`config.mk`:
```
export PLATFORM = sky130hd
export DESIGN_NAME = gray_dot_mapper
export DESIGN_NICKNAME = d
export VERILOG_FILES = /design/src/rtl/gdm_pkg.sv /design/src/rtl/gdm_lut.sv /design/src/rtl/gdm_mode_sel.sv /design/src/rtl/gdm_frc.sv /design/src/rtl/gray_dot_mapper.sv
export SDC_FILE = /design/constraint.sdc
export NUM_CORES = 1
export LEC_CHECK = 0
export ABC_AREA = 1
export BUFFER_PORTS_ARGS = -buffer_cell sky130_fd_sc_hd__buf_2
export CORE_ASPECT_RATIO = 0.9
export CORE_MARGIN = 1.5
export CORE_UTILIZATION = 45
export DETAILED_ROUTE_END_ITERATION = 8
export HOLD_SLACK_MARGIN = 0.12
export PLACE_DENSITY = 0.58
export SKIP_LAST_GASP = 1
export SYNTH_ARGS = -nofsm -noshare
export SYNTH_HDL_FRONTEND = slang
export SYNTH_SLANG_ARGS = --single-unit
```
`constraint.sdc`:
```
create_clock -name clk_i -period 2.07 [get_ports clk_i]
set_clock_uncertainty 0.05 [all_clocks]
set_input_delay 0.1035 -clock clk_i [delete_from_list [all_inputs] [get_ports clk_i]]
set_output_delay 0.1035 -clock clk_i [all_outputs]
set_load 0.05 [all_outputs]
```
`src/rtl/gdm_pkg.sv`:
```
package gdm_pkg;
  localparam int PIX_W = 4;
  localparam int LVL_W = 5;

  function automatic logic [LVL_W-1:0] default_level(input int idx);
    case (idx)
      0: return 5'd0;   1: return 5'd2;   2: return 5'd4;   3: return 5'd6;
      4: return 5'd12;  5: return 5'd13;  6: return 5'd14;  7: return 5'd15;
      8: return 5'd8;   9: return 5'd9;   10: return 5'd10; 11: return 5'd11;
      12: return 5'd19; 13: return 5'd23; 14: return 5'd27; default: return 5'd31;
    endcase
  endfunction

  // reverse the low n bits of v, upper bits zero
  function automatic logic [LVL_W-1:0] bit_rev(input logic [LVL_W-1:0] v, input int n);
    logic [LVL_W-1:0] r;
    r = '0;
    for (int i = 0; i < LVL_W; i++)
      if (i < n) r[i] = v[n-1-i];
    return r;
  endfunction
endpackage

```
`src/rtl/gdm_lut.sv`:
```
module gdm_lut #(
  parameter int PIX_W = gdm_pkg::PIX_W,
  parameter int LVL_W = gdm_pkg::LVL_W
) (
  input  logic             clk_i,
  input  logic             rst_ni,
  input  logic             clr_i,
  input  logic             we_i,
  input  logic [PIX_W-1:0] wr_addr_i,
  input  logic [LVL_W-1:0] wr_data_i,
  input  logic [PIX_W-1:0] rd_addr_i,
  output logic [LVL_W-1:0] rd_lvl_o
);
  localparam int DEPTH = 1 << PIX_W;

  logic [LVL_W-1:0] lut_q [DEPTH];

  for (genvar g = 0; g < DEPTH; g++) begin : g_entry
    always_ff @(posedge clk_i or negedge rst_ni) begin
      if (!rst_ni)
        lut_q[g] <= gdm_pkg::default_level(g);
      else if (clr_i)
        lut_q[g] <= gdm_pkg::default_level(g);
      else if (we_i && (wr_addr_i == PIX_W'(g)))
        lut_q[g] <= wr_data_i;
    end
  end

  assign rd_lvl_o = lut_q[rd_addr_i];
endmodule

```
`src/rtl/gdm_mode_sel.sv`:
```
module gdm_mode_sel #(
  parameter int PIX_W = gdm_pkg::PIX_W
) (
  input  logic [PIX_W-1:0] pix_i,
  input  logic             in_window_i,
  input  logic             reverse_i,
  input  logic             off_i,
  input  logic [PIX_W-1:0] bg_i,
  output logic [PIX_W-1:0] code_o
);
  localparam logic [PIX_W-1:0] MAXC = {PIX_W{1'b1}};

  logic [PIX_W-1:0] base;

  always_comb begin
    if (off_i)            base = MAXC - bg_i;
    else if (in_window_i) base = pix_i;
    else                  base = bg_i;
    code_o = reverse_i ? (MAXC - base) : base;
  end
endmodule

```
`src/rtl/gdm_frc.sv`:
```
module gdm_frc #(
  parameter int LVL_W = gdm_pkg::LVL_W
) (
  input  logic             clk_i,
  input  logic             rst_ni,
  input  logic             clr_i,
  input  logic             frame_start_i,
  input  logic             lvl32_i,
  input  logic [LVL_W-1:0] level_i,
  output logic [LVL_W-1:0] cnt_o,
  output logic             dot_d_o
);
  localparam int SHORT_W = LVL_W - 1;
  localparam logic [LVL_W-1:0] TOP_LONG  = {LVL_W{1'b1}};
  localparam logic [LVL_W-1:0] TOP_SHORT = {1'b0, {SHORT_W{1'b1}}};

  logic [LVL_W-1:0] cnt_q, top, pat, lvl_eff;

  assign top = lvl32_i ? TOP_LONG : TOP_SHORT;

  always_ff @(posedge clk_i or negedge rst_ni) begin
    if (!rst_ni)            cnt_q <= '0;
    else if (clr_i)         cnt_q <= '0;
    else if (frame_start_i) cnt_q <= (cnt_q >= top) ? '0 : cnt_q + 1'b1;
  end

  always_comb begin
    if (lvl32_i) begin
      pat     = gdm_pkg::bit_rev(cnt_q, LVL_W);
      lvl_eff = level_i;
    end else begin
      pat     = gdm_pkg::bit_rev({1'b0, cnt_q[SHORT_W-1:0]}, SHORT_W);
      lvl_eff = {1'b0, level_i[SHORT_W-1:0]};
    end
  end

  assign dot_d_o = lvl_eff > pat;
  assign cnt_o   = cnt_q;
endmodule

```
`src/rtl/gray_dot_mapper.sv`:
```
module gray_dot_mapper #(
  parameter int PIX_W = gdm_pkg::PIX_W,
  parameter int LVL_W = gdm_pkg::LVL_W
) (
  input  logic             clk_i,
  input  logic             rst_ni,
  input  logic             reg_clr_i,
  input  logic             lut_we_i,
  input  logic [PIX_W-1:0] lut_addr_i,
  input  logic [LVL_W-1:0] lut_data_i,
  input  logic             lvl32_i,
  input  logic             reverse_i,
  input  logic             off_i,
  input  logic [PIX_W-1:0] bg_color_i,
  input  logic             frame_start_i,
  input  logic [PIX_W-1:0] pix_i,
  input  logic             in_window_i,
  output logic             dot_o
);
  logic [PIX_W-1:0] sel_code;
  logic [LVL_W-1:0] level;
  logic [LVL_W-1:0] frame_cnt;
  logic             dot_d;
  logic             dot_q;

  gdm_mode_sel #(.PIX_W(PIX_W)) u_sel (
    .pix_i       (pix_i),
    .in_window_i (in_window_i),
    .reverse_i   (reverse_i),
    .off_i       (off_i),
    .bg_i        (bg_color_i),
    .code_o      (sel_code)
  );

  gdm_lut #(.PIX_W(PIX_W), .LVL_W(LVL_W)) u_lut (
    .clk_i     (clk_i),
    .rst_ni    (rst_ni),
    .clr_i     (reg_clr_i),
    .we_i      (lut_we_i),
    .wr_addr_i (lut_addr_i),
    .wr_data_i (lut_data_i),
    .rd_addr_i (sel_code),
    .rd_lvl_o  (level)
  );

  gdm_frc #(.LVL_W(LVL_W)) u_frc (
    .clk_i         (clk_i),
    .rst_ni        (rst_ni),
    .clr_i         (reg_clr_i),
    .frame_start_i (frame_start_i),
    .lvl32_i       (lvl32_i),
    .level_i       (level),
    .cnt_o         (frame_cnt),
    .dot_d_o       (dot_d)
  );

  always_ff @(posedge clk_i or negedge rst_ni) begin
    if (!rst_ni) dot_q <= 1'b0;
    else         dot_q <= dot_d;
  end

  assign dot_o = dot_q;
endmodule

```
Word-level counts from Yosys, hierarchy flattened
Cells that the tools add are included.
{"block": "op_classes", "add_sub_neg": 3, "magnitude_cmp": 3, "n_eq_ne": 15, "mux": 44, "bitwise": 1, "n_reduce_logical": 34}
{"cell": "2-to-1 mux 5 bit", "count": 40}
{"cell": "nonzero test 2 bit", "count": 17}
{"cell": "equality test 4 bit, second input constant", "count": 8}
{"cell": "binary-select mux 5 bit (select 4 bit)", "count": 1}
{"cell": "equality test 4 x 3 -> 1 bit, second input constant", "count": 4}
{"cell": "logical AND 1 bit", "count": 16}
{"cell": "2-to-1 mux 4 bit", "count": 3}
{"cell": "equality test 4 x 2 -> 1 bit, second input constant", "count": 2}
{"cell": "subtractor 4 bit, first input constant", "count": 2}
{"cell": "adder 5 x 1 -> 5 bit, second input constant", "count": 1}
{"cell": ">= comparator 5 bit", "count": 1}
{"cell": ">= comparator 5 bit, second input constant", "count": 1}
{"cell": "greater-than comparator 5 bit", "count": 1}
{"cell": "inverter 4 -> 5 bit", "count": 1}
{"cell": "equality test 4 x 1 -> 1 bit, second input constant", "count": 1}
{"cell": "zero test 4 bit", "count": 1}
{"block": "word_totals", "register_bits": 86, "input_bits": 26}

Longest topological paths before layout
Gate-level depths: netlist (run 1).
{"block": "depth", "word_depth": 10, "depth_mapped": 18}

Cells and area by module
From an unflattened synthesis (run 1), not the netlist that was laid out.
{"block": "hier_totals", "cells_unflattened": 668, "hier_area_um2": 4894.7}
{"mod": "gdm_lut", "instances": 1, "cells_per_inst": 559, "area_per_inst_um2": 4224.1, "seq_area_each_um2": 2052.0}
{"mod": "gdm_frc", "instances": 1, "cells_per_inst": 65, "area_per_inst_um2": 473.0, "seq_area_each_um2": 125.1}
{"mod": "gdm_mode_sel", "instances": 1, "cells_per_inst": 43, "area_per_inst_um2": 172.7, "seq_area_each_um2": 0.0}
{"mod": "gray_dot_mapper", "instances": 1, "cells_per_inst": 1, "area_per_inst_um2": 25.0, "seq_area_each_um2": 25.0}

Worst setup path after synthesis (run 1)
Ideal clock, no wire load.
{"block": "synth_timing", "kind": "input-to-reg", "startpoint": "input off_i", "endpoint": "register dot_q (netlist: dot_o)", "setup_time_ns": 0.131, "arrival_ns": 1.709, "t_required_ns": 1.889, "slack_ns": 0.180, "stages": 16, "n_path_buf": 1, "cell_sequence": "inv_1 > nand3_2 > nand3_1 > nand2_4 > buf_6 > nand2_1 > nand3_1 > nand3_1 > nand3_1 > nand2_1 > inv_1 > ha_1 > a21oi_1 > nor2_1 > o21bai_1 > a32oi_1"}
{"block": "synth_between", "elab_chain_cells": 9}
{"element": "start, declared", "line_no": "gray_dot_mapper.sv:13", "text": "input logic off_i,"}
{"element": "2-to-1 mux 4 bit (*)", "line_no": "gdm_mode_sel.sv:16", "text": "if (off_i) base = MAXC - bg_i;"}
{"element": "subtractor 4 bit", "line_no": "gdm_mode_sel.sv:19", "text": "code_o = reverse_i ? (MAXC - base) : base;"}
{"element": "2-to-1 mux 4 bit (*)", "line_no": "gdm_mode_sel.sv:19"}
{"element": "inverter 4 -> 5 bit (implied by the code) (*)", "line_no": "gdm_lut.sv:29", "text": "assign rd_lvl_o = lut_q[rd_addr_i];"}
{"element": "binary-select mux 5 bit (select 4 bit) (*)", "line_no": "gdm_lut.sv:29"}
{"element": "2-to-1 mux 5 bit (implied by the code) (*) (2 in series)", "line_no": "gdm_lut.sv:29"}
{"element": "2-to-1 mux 5 bit (*)", "line_no": "gdm_frc.sv:28", "text": "if (lvl32_i) begin"}
{"element": "greater-than comparator 5 bit (*)", "line_no": "gdm_frc.sv:37", "text": "assign dot_d_o = lvl_eff > pat;"}
{"element": "named net dot_d", "line_no": "gray_dot_mapper.sv:23", "text": "logic dot_d;"}
{"element": "end signal, assigned", "line_no": "gray_dot_mapper.sv:59", "text": "else dot_q <= dot_d;"}
{"element": "end, declared", "line_no": "gray_dot_mapper.sv:24", "text": "logic dot_q;"}
Mark *: on every way through the listed nets, which the timed path passes. The rest lies on a longest branch. The select of a mux whose other input is x is not followed.
A chain may end at the register's enable or synchronous reset.

Worst setup path in the final report (run 1)
{"block": "layout_timing", "startpoint": "input in_window_i", "endpoint": "register dot_q (netlist: dot_o)"}
{"block": "layout_between", "elab_chain_cells": 10}
{"element": "start, declared", "line_no": "gray_dot_mapper.sv:17", "text": "input logic in_window_i,"}
{"element": "2-to-1 mux 4 bit (*)", "line_no": "gdm_mode_sel.sv:17", "text": "else if (in_window_i) base = pix_i;"}
{"element": "2-to-1 mux 4 bit (*)", "line_no": "gdm_mode_sel.sv:16"}
{"element": "subtractor 4 bit", "line_no": "gdm_mode_sel.sv:19"}
{"element": "2-to-1 mux 4 bit (*)", "line_no": "gdm_mode_sel.sv:19"}
{"element": "inverter 4 -> 5 bit (implied by the code) (*)", "line_no": "gdm_lut.sv:29"}
{"element": "binary-select mux 5 bit (select 4 bit) (*)", "line_no": "gdm_lut.sv:29"}
{"element": "2-to-1 mux 5 bit (implied by the code) (*) (2 in series)", "line_no": "gdm_lut.sv:29"}
{"element": "2-to-1 mux 5 bit (*)", "line_no": "gdm_frc.sv:28"}
{"element": "greater-than comparator 5 bit (*)", "line_no": "gdm_frc.sv:37"}
{"element": "named net dot_d", "line_no": "gray_dot_mapper.sv:23"}
Marked as above.

==> flow_summary_export.csv, run 1 <==
group,metric,value,unit
routing,firstDrtPassIters,5,
grt,grt_max_degree,40,
worst_setup_path,critPathCaptureType,"register",
final_layout,final_core_util,56.7,%
routing,ant_nets,0,
floorplanning,core,0.00983,sq mm
timing,final.setup.tns,0,ps
power_and_ir_drop,ir_worst_vdd,0.545,mV
floorplanning,io_pins,27,
floorplanning,die_w,110,um
worst_setup_path,critical_path_arrival,2060,ps
grt,grt_usage,26.0,%
synthesis,synth_warnings,0,
floorplanning,dieArea,0.0109,sq mm
placed_design,numPlacedInstances,750,
worst_setup_path,critPathMaxFanout,16,
clock_network,htreeDepth,3,
grt,overflow,0,
power_and_ir_drop,pwr-share-clk,35.5,%
clock_network,clkSinkCount,86,
power_and_ir_drop,power.share.switching,29.8,%
synthesis,syn_nets,611,
clock_network,clk_pin_slew,60,ps
synthesis,seq_area_frac_synth,47.6,%
synthesis,yosysMostFrequentCell,"nand2_1",
routing,vias,4204,
final_layout,diodes,0,
timing,slew_headroom,39.9,%
final_layout,design_area,0.00557,sq mm
synthesis,syn-cell-area,0.00463,sq mm
hold_path,hp-class,"primary input to register",
clock_network,cts.path.max_buffers,2,
worst_setup_path,critical_path_class,"primary input to register",
synthesis,yosys-top-cells-area,"dfrtp_1 (25%), dfstp_2 (23%), nand2_1 (12%)",
timing,rsz0062_at_grt,"no",
synthesis,synth_flop_cell,"dfrtp_1",
routing,wl_per_cell,17.4,um
power_and_ir_drop,p_leak,0.00265,uW
timing,timing.final.crit_share,91.3,%
clock_network,cts_tree,"done",
clock_network,clk_latency,340,ps
routing,avgViaCountPerCell,5.45,
flow_run,cap_viol_max_count,0,
timing,worst_pin_slew,896,ps
clock_network,root_buffer,"clkbuf_16",
synthesis,synth.distinct_cells,31,
timing,fin_crit,1890,ps
grt,antenna_found_initial,0,
power_and_ir_drop,intPower,3230,uW
timing,hold_slack,146,ps
timing,slew_viol_final,0,
power_and_ir_drop,pwr-share-comb,22.3,%
synthesis,async_flop_share,100,%
final_layout,area_growth_syn_to_layout,20.4,%
outcome,status,"completed",
final_layout,drive_gt1_share,24.8,%
floorplanning,die_h,99.2,um
placed_design,place_area,0.00516,sq mm
synthesis,yosys.area.top_type,"dfrtp_1",
timing,max_freq,529,MHz
grt,grt_pass1_wl,21300,um
power_and_ir_drop,power_switching,1370,uW
synthesis,synth_top_cell_area_share,24.9,%
routing,routed_wl,13500,um
worst_setup_path,crit_chain,"buf_2 -> inv_2 -> nand2_2 -> nand3_2 -> nand3_2 -> nand2_8 -> buf_4 -> nand2_1 -> o211ai_1 -> nand3_1 -> nand3_1 -> nand2_1 -> ha_1 -> inv_1 -> nor2_1 -> o21bai_1 -> a32oi_1",
synthesis,synth_area_per_cell,8.01,sq um
worst_setup_path,cp_slowest_cell,"ha_1",
power_and_ir_drop,p_seq_share,42.2,%
final_layout,nets,674,
routing,drc_errors,0,
floorplanning,row_count,34,
synthesis,synth-edff-count,0,
worst_setup_path,required,2240,ps
placed_design,place.gp.congestion,0.843,
power_and_ir_drop,power_density,826,mW/mm^2
synthesis,yosys_register_bits,86,
synthesis,synthCells,578,
timing,final_hold_viol_count,0,
grt,grt_pass1_vias,3977,
worst_setup_path,slowest_delay,300,ps
worst_setup_path,cp-start-kind,"primary input",
routing,drt_iter0_markers,414,
placed_design,port_buffers,26,
placed_design,dp_hpwl,9480,um
final_layout,finalNonFillerCells,772,
synthesis,yosys-top-cells-count,"nand2_1 (143), nand3_1 (75), inv_1 (56), nor2_1 (55), dfrtp_1 (46)",
timing,setup_viol,0,
clock_network,cts_buffers,9,
floorplanning,initial_core_util,47.1,%
-- logic make-up after synthesis --
| family | count (synthesis) | synth area share (%) |
|---|---|---|
| buffers and inverters | 81 | 7.73 |
| AOI/OAI and AO/OA | 103 | 13.2 |
| xor gates and xnor gates | 4 | 0.757 |
| muxes | 11 | 2.68 |
| and+or+nand+nor | 286 | 26.1 |
| DFF | 86 | 47.6 |
| adders and majority gates | 7 | 1.89 |
-- stage by stage --
step	total power [uW]	worst slack, ps
2_1_floorplan	2550	180
3_3_place_gp	2910	-168
3_5_place_dp	2930	-228
4_1_cts	4570	127
5_1_grt	4810	24.7
6_report	4600	180
-- power groups by stage --
| stage | Combinational [uW] | Sequential [uW] | Clock, uW |
|---|---|---|---|
| 3_3_place_gp | 948 | 1960 | 0 |
| 3_5_place_dp | 961 | 1970 | 0 |
| 4_1_cts | 971 | 1940 | 1660 |
| 6_report | 1030 | 1940 | 1630 |
| 2_1_floorplan | 572 | 1980 | 0 |
| 5_1_grt | 1140 | 1960 | 1710 |
-- worst paths after layout --
check	depth (start not counted)	to	slack, ps	start
max in group asynchronous	3	u_lut.lut_q[53]	930	rst_ni
worst min-delay path	4	u_lut.lut_q[18]	150	lut_addr_i[1]
worst min register to register	2	u_lut.lut_q[64]	440	u_lut.lut_q[64]
worst max register to register	11	dot_o	300	u_lut.lut_q[62]
min in group asynchronous	2	u_lut.lut_q[77]	250	rst_ni
worst max-delay path	17	dot_o	180	in_window_i
-- layout make-up --
| class | count | area (sq um) |
|---|---|---|
| fill | 922 | 4260 |
| sequential | 86 | 2200 |
| multi-input combinational | 412 | 2120 |
| timing repair buffer | 73 | 573 |
| clock buffer | 12 | 246 |
| inverter | 59 | 224 |
| tap | 126 | 158 |
| clock inverter | 4 | 47.5 |
-- placed cells by master (no fill, tap or decap), drive strengths merged --
cell type and count:
nand2 151, nand3 76, buf 69, inv 59, nor2 56, o21ai 49, dfrtp 46, dfstp 40
a31oi 25, o211ai 13, a21oi 12, clkbuf 12, mux2 11, ha 7, xor2 4, dlygate4sd3 4
nor3 3, a211oi 2, clkinv 2, or2 1, o21bai 1, a32oi 1, clkinvlp 1, bufinv 1
-- timing repair --
item                                   4_1_cts  5_1_grt
endpoints found under the hold margin       55        0
setup endpoints to repair                    0        1
resized for setup                            0       15
setup buffers                                0        1
hold buffers                                 4        0
-- registers in the layout, summed over array words and instances (netlist names) --
register,cells
u_lut.lut_q,80
u_frc.cnt_o,5
dot_o,1
-- per-layer routing --
| layer | GRT usage, % | wire length [um] | vias up |
|---|---|---|---|
| met2 | 39.7 | 6060 | 145 |
| met4 | 7.09 | 150 | 0 |
| met5 | 0 | 0 | - |
| met3 | 4.26 | 824 | 11 |
| met1 | 38.1 | 6420 | 2003 |
| li1 | - | - | 2045 |
-- critical path: cells and delay by family --
family	cells	cell delay, ps
AO/OA/AOI/OAI	3	290
adder cells (fa/ha/maj)	1	300
buffers and inverters	4	430
AND/OR/NAND/NOR	9	940
No activity file was read; power rests on OpenSTA's default activity.
==> run 2: changes to the inputs <==
--- a/config.mk
+++ b/config.mk
@@ -12,6 +12,7 @@
 export CORE_UTILIZATION = 45
 export DETAILED_ROUTE_END_ITERATION = 8
 export HOLD_SLACK_MARGIN = 0.12
+export MAX_ROUTING_LAYER = met4
 export PLACE_DENSITY = 0.58
 export SKIP_LAST_GASP = 1
 export SYNTH_ARGS = -nofsm -noshare
==> run 2 against run 1 <==
Total power shrank 0.14%. Wire length shrank 0.69%. Flip-flop and latch count is the same. First-iteration DRC count shrank 4.8%. Sequential share of layout area is the same. Largest power group unchanged. Clock power is essentially flat. Clock-buffer cell count is the same. Sequential power is essentially flat. Die area is the same. Final cell count is the same. Hold slack lost 0.88 ps. Via count grew 0.26%.
==> flow_summary_export.csv, run 2 (synthesis gave the netlist of run 1 again) <==
group,metric,value,unit
final_layout,diodes,0,
final_layout,finalNonFillerCells,772,
clock_network,htreeDepth,3,
final_layout,final_core_util,56.7,%
final_layout,final_common_cell,"nand2_1",
grt,antenna_found_initial,0,
worst_setup_path,reg2reg_from,"u_lut.lut_q[62]",
worst_setup_path,rrSetupSlack,310,ps
grt,grt_max_degree,40,
clock_network,clkSinkCount,86,
floorplanning,dieArea,0.0109,sq mm
clock_network,cts_buffers,9,
worst_setup_path,ff2ff_path_depth,11,
clock_network,cts.path.max_buffers,2,
flow_run,cap_viol_max_count,0,
routing,firstDrtPassIters,5,
final_layout,largest_reg_flops,80,
routing,ant_nets,0,
worst_setup_path,critical_path_class,"primary input to register",
clock_network,clk_pin_slew,60,ps
grt,overflow,0,
floorplanning,row_count,34,
outcome,status,"completed",
final_layout,top_register,"u_lut.lut_q",
worst_setup_path,critPathCaptureType,"register",
worst_setup_path,critPathMaxFanout,16,
worst_setup_path,critical_path_arrival,2090,ps
placed_design,numPlacedInstances,750,
routing,drc_errors,0,
timing,worst_pin_slew,866,ps
placed_design,dp_hpwl,9480,um
floorplanning,core,0.00983,sq mm
timing,max_freq,532,MHz
worst_setup_path,cp-start-kind,"primary input",
power_and_ir_drop,power_density,825,mW/mm^2
timing,final_hold_viol_count,0,
routing,drt_iter0_markers,394,
timing,rsz0062_at_grt,"no",
placed_design,place.gp.congestion,0.856,
placed_design,port_buffers,26,
grt,grt_pass1_vias,3991,
floorplanning,die_h,99.2,um
power_and_ir_drop,p_leak,0.00265,uW
hold_path,hp-class,"primary input to register",
routing,vias,4215,
power_and_ir_drop,ir_worst_vdd,0.540,mV
hold_path,holdCritStartpoint,"lut_addr_i[1]",
timing,timing.final.crit_share,90.8,%
floorplanning,die_w,110,um
final_layout,area_growth_syn_to_layout,20.4,%
hold_path,holdPathStages,4,
final_layout,fillers,922,
grt,grt_pass1_wl,21300,um
worst_setup_path,required,2280,ps
timing,fin_crit,1880,ps
routing,routed_wl,13400,um
routing,avgViaCountPerCell,5.46,
hold_path,min_to,"u_lut.lut_q[18]",
timing,slew_headroom,41.9,%
final_layout,drive_gt1_share,24.8,%
clock_network,root_buffer,"clkbuf_16",
routing,wl_per_cell,17.3,um
clock_network,clk_latency,340,ps
worst_setup_path,reg2reg_to,"dot_o",
floorplanning,io_pins,27,
clock_network,cts_tree,"done",
floorplanning,initial_core_util,47.1,%
final_layout,final_cell_mix,"nand2_1 (142), nand3_1 (74), inv_1 (54)",
timing,slew_viol_final,0,
final_layout,nets,674,
timing,setup_viol,0,
grt,grt_usage,26.7,%
==> run 2: cell counts in the layout (fill, tap and decap cells not counted) <==
Identical to the previous run, type by type.
==> run 2: where the power goes <==
part           switching (uW)  internal (uW)
clock network             663            965
registers                72.4           1870
logic                     631            394
total                    1370           3230
==> run 2: final cells by class <==
cell class	instances	area [sq um]	share of cell area (%)
multi-input combinational	412	2120	38.1
tap	126	158	2.83
timing repair buffer	73	573	10.3
inverter	59	224	4.02
clock inverter	4	47.5	0.853
clock buffer	12	246	4.42
sequential	86	2200	39.5
==> run 2: what timing repair did <==
| item | CTS | global route |
|---|---|---|
| buffers inserted | 0 | 1 |
| resized for setup | 0 | 15 |
| endpoints found under the setup margin | 0 | 1 |
| hold endpoints to repair | 55 | 0 |
| hold buffers | 4 | 0 |
==> run 2: stage by stage <==
| step | setup slack (ps) | area (sq um) | hold slack [ps] | setup TNS, ps | total power [uW] |
|---|---|---|---|---|---|
| final | 190 | 5570 | 145 | 0 | 4590 |
| after global routing | 24.7 | 5570 | 163 | 0 | 4810 |
| after CTS | 127 | 5490 | 131 | 0 | 4570 |
| after detailed placement | -228 | 5160 | 80.9 | -228 | 2930 |
| after global placement | -168 | 5160 | 71.1 | -168 | 2910 |
| after floorplan | 180 | 4630 | -242 | 0 | 2550 |
==> run 2: routing by layer <==
layer | up-vias | share of wire (%) | GRT usage [%]
li1 | 2046 | - | -
met1 | 2034 | 48 | 37.8
met2 | 122 | 46 | 40.0
met3 | 13 | 5.2 | 4.13
met4 | 0 | 1.1 | 7.09
met5 | - | 0 | -
==> run 2: how the worst max path moves through the flow <==
stage | startpoint | endpoint | slack, ps | depth (start not counted)
floorplan | off_i | dot_o | 180 | 16
global placement | in_window_i | dot_o | -170 | 17
detailed placement | in_window_i | dot_o | -230 | 17
CTS | in_window_i | dot_o | 130 | 17
global route | in_window_i | dot_o | 20 | 19
finish | in_window_i | dot_o | 190 | 17
==> run 2: worst max-delay path, cell delays in order <==
cell	delay [ps]
buf_2	130
inv_2	70
nand2_2	60
nand3_2	80
nand3_2	210
nand2_8	220
buf_4	150
nand2_1	50
o211ai_1	80
nand3_1	120
nand3_1	90
nand2_1	70
ha_1	280
inv_1	50
nor2_1	100
o21bai_1	70
a32oi_1	140
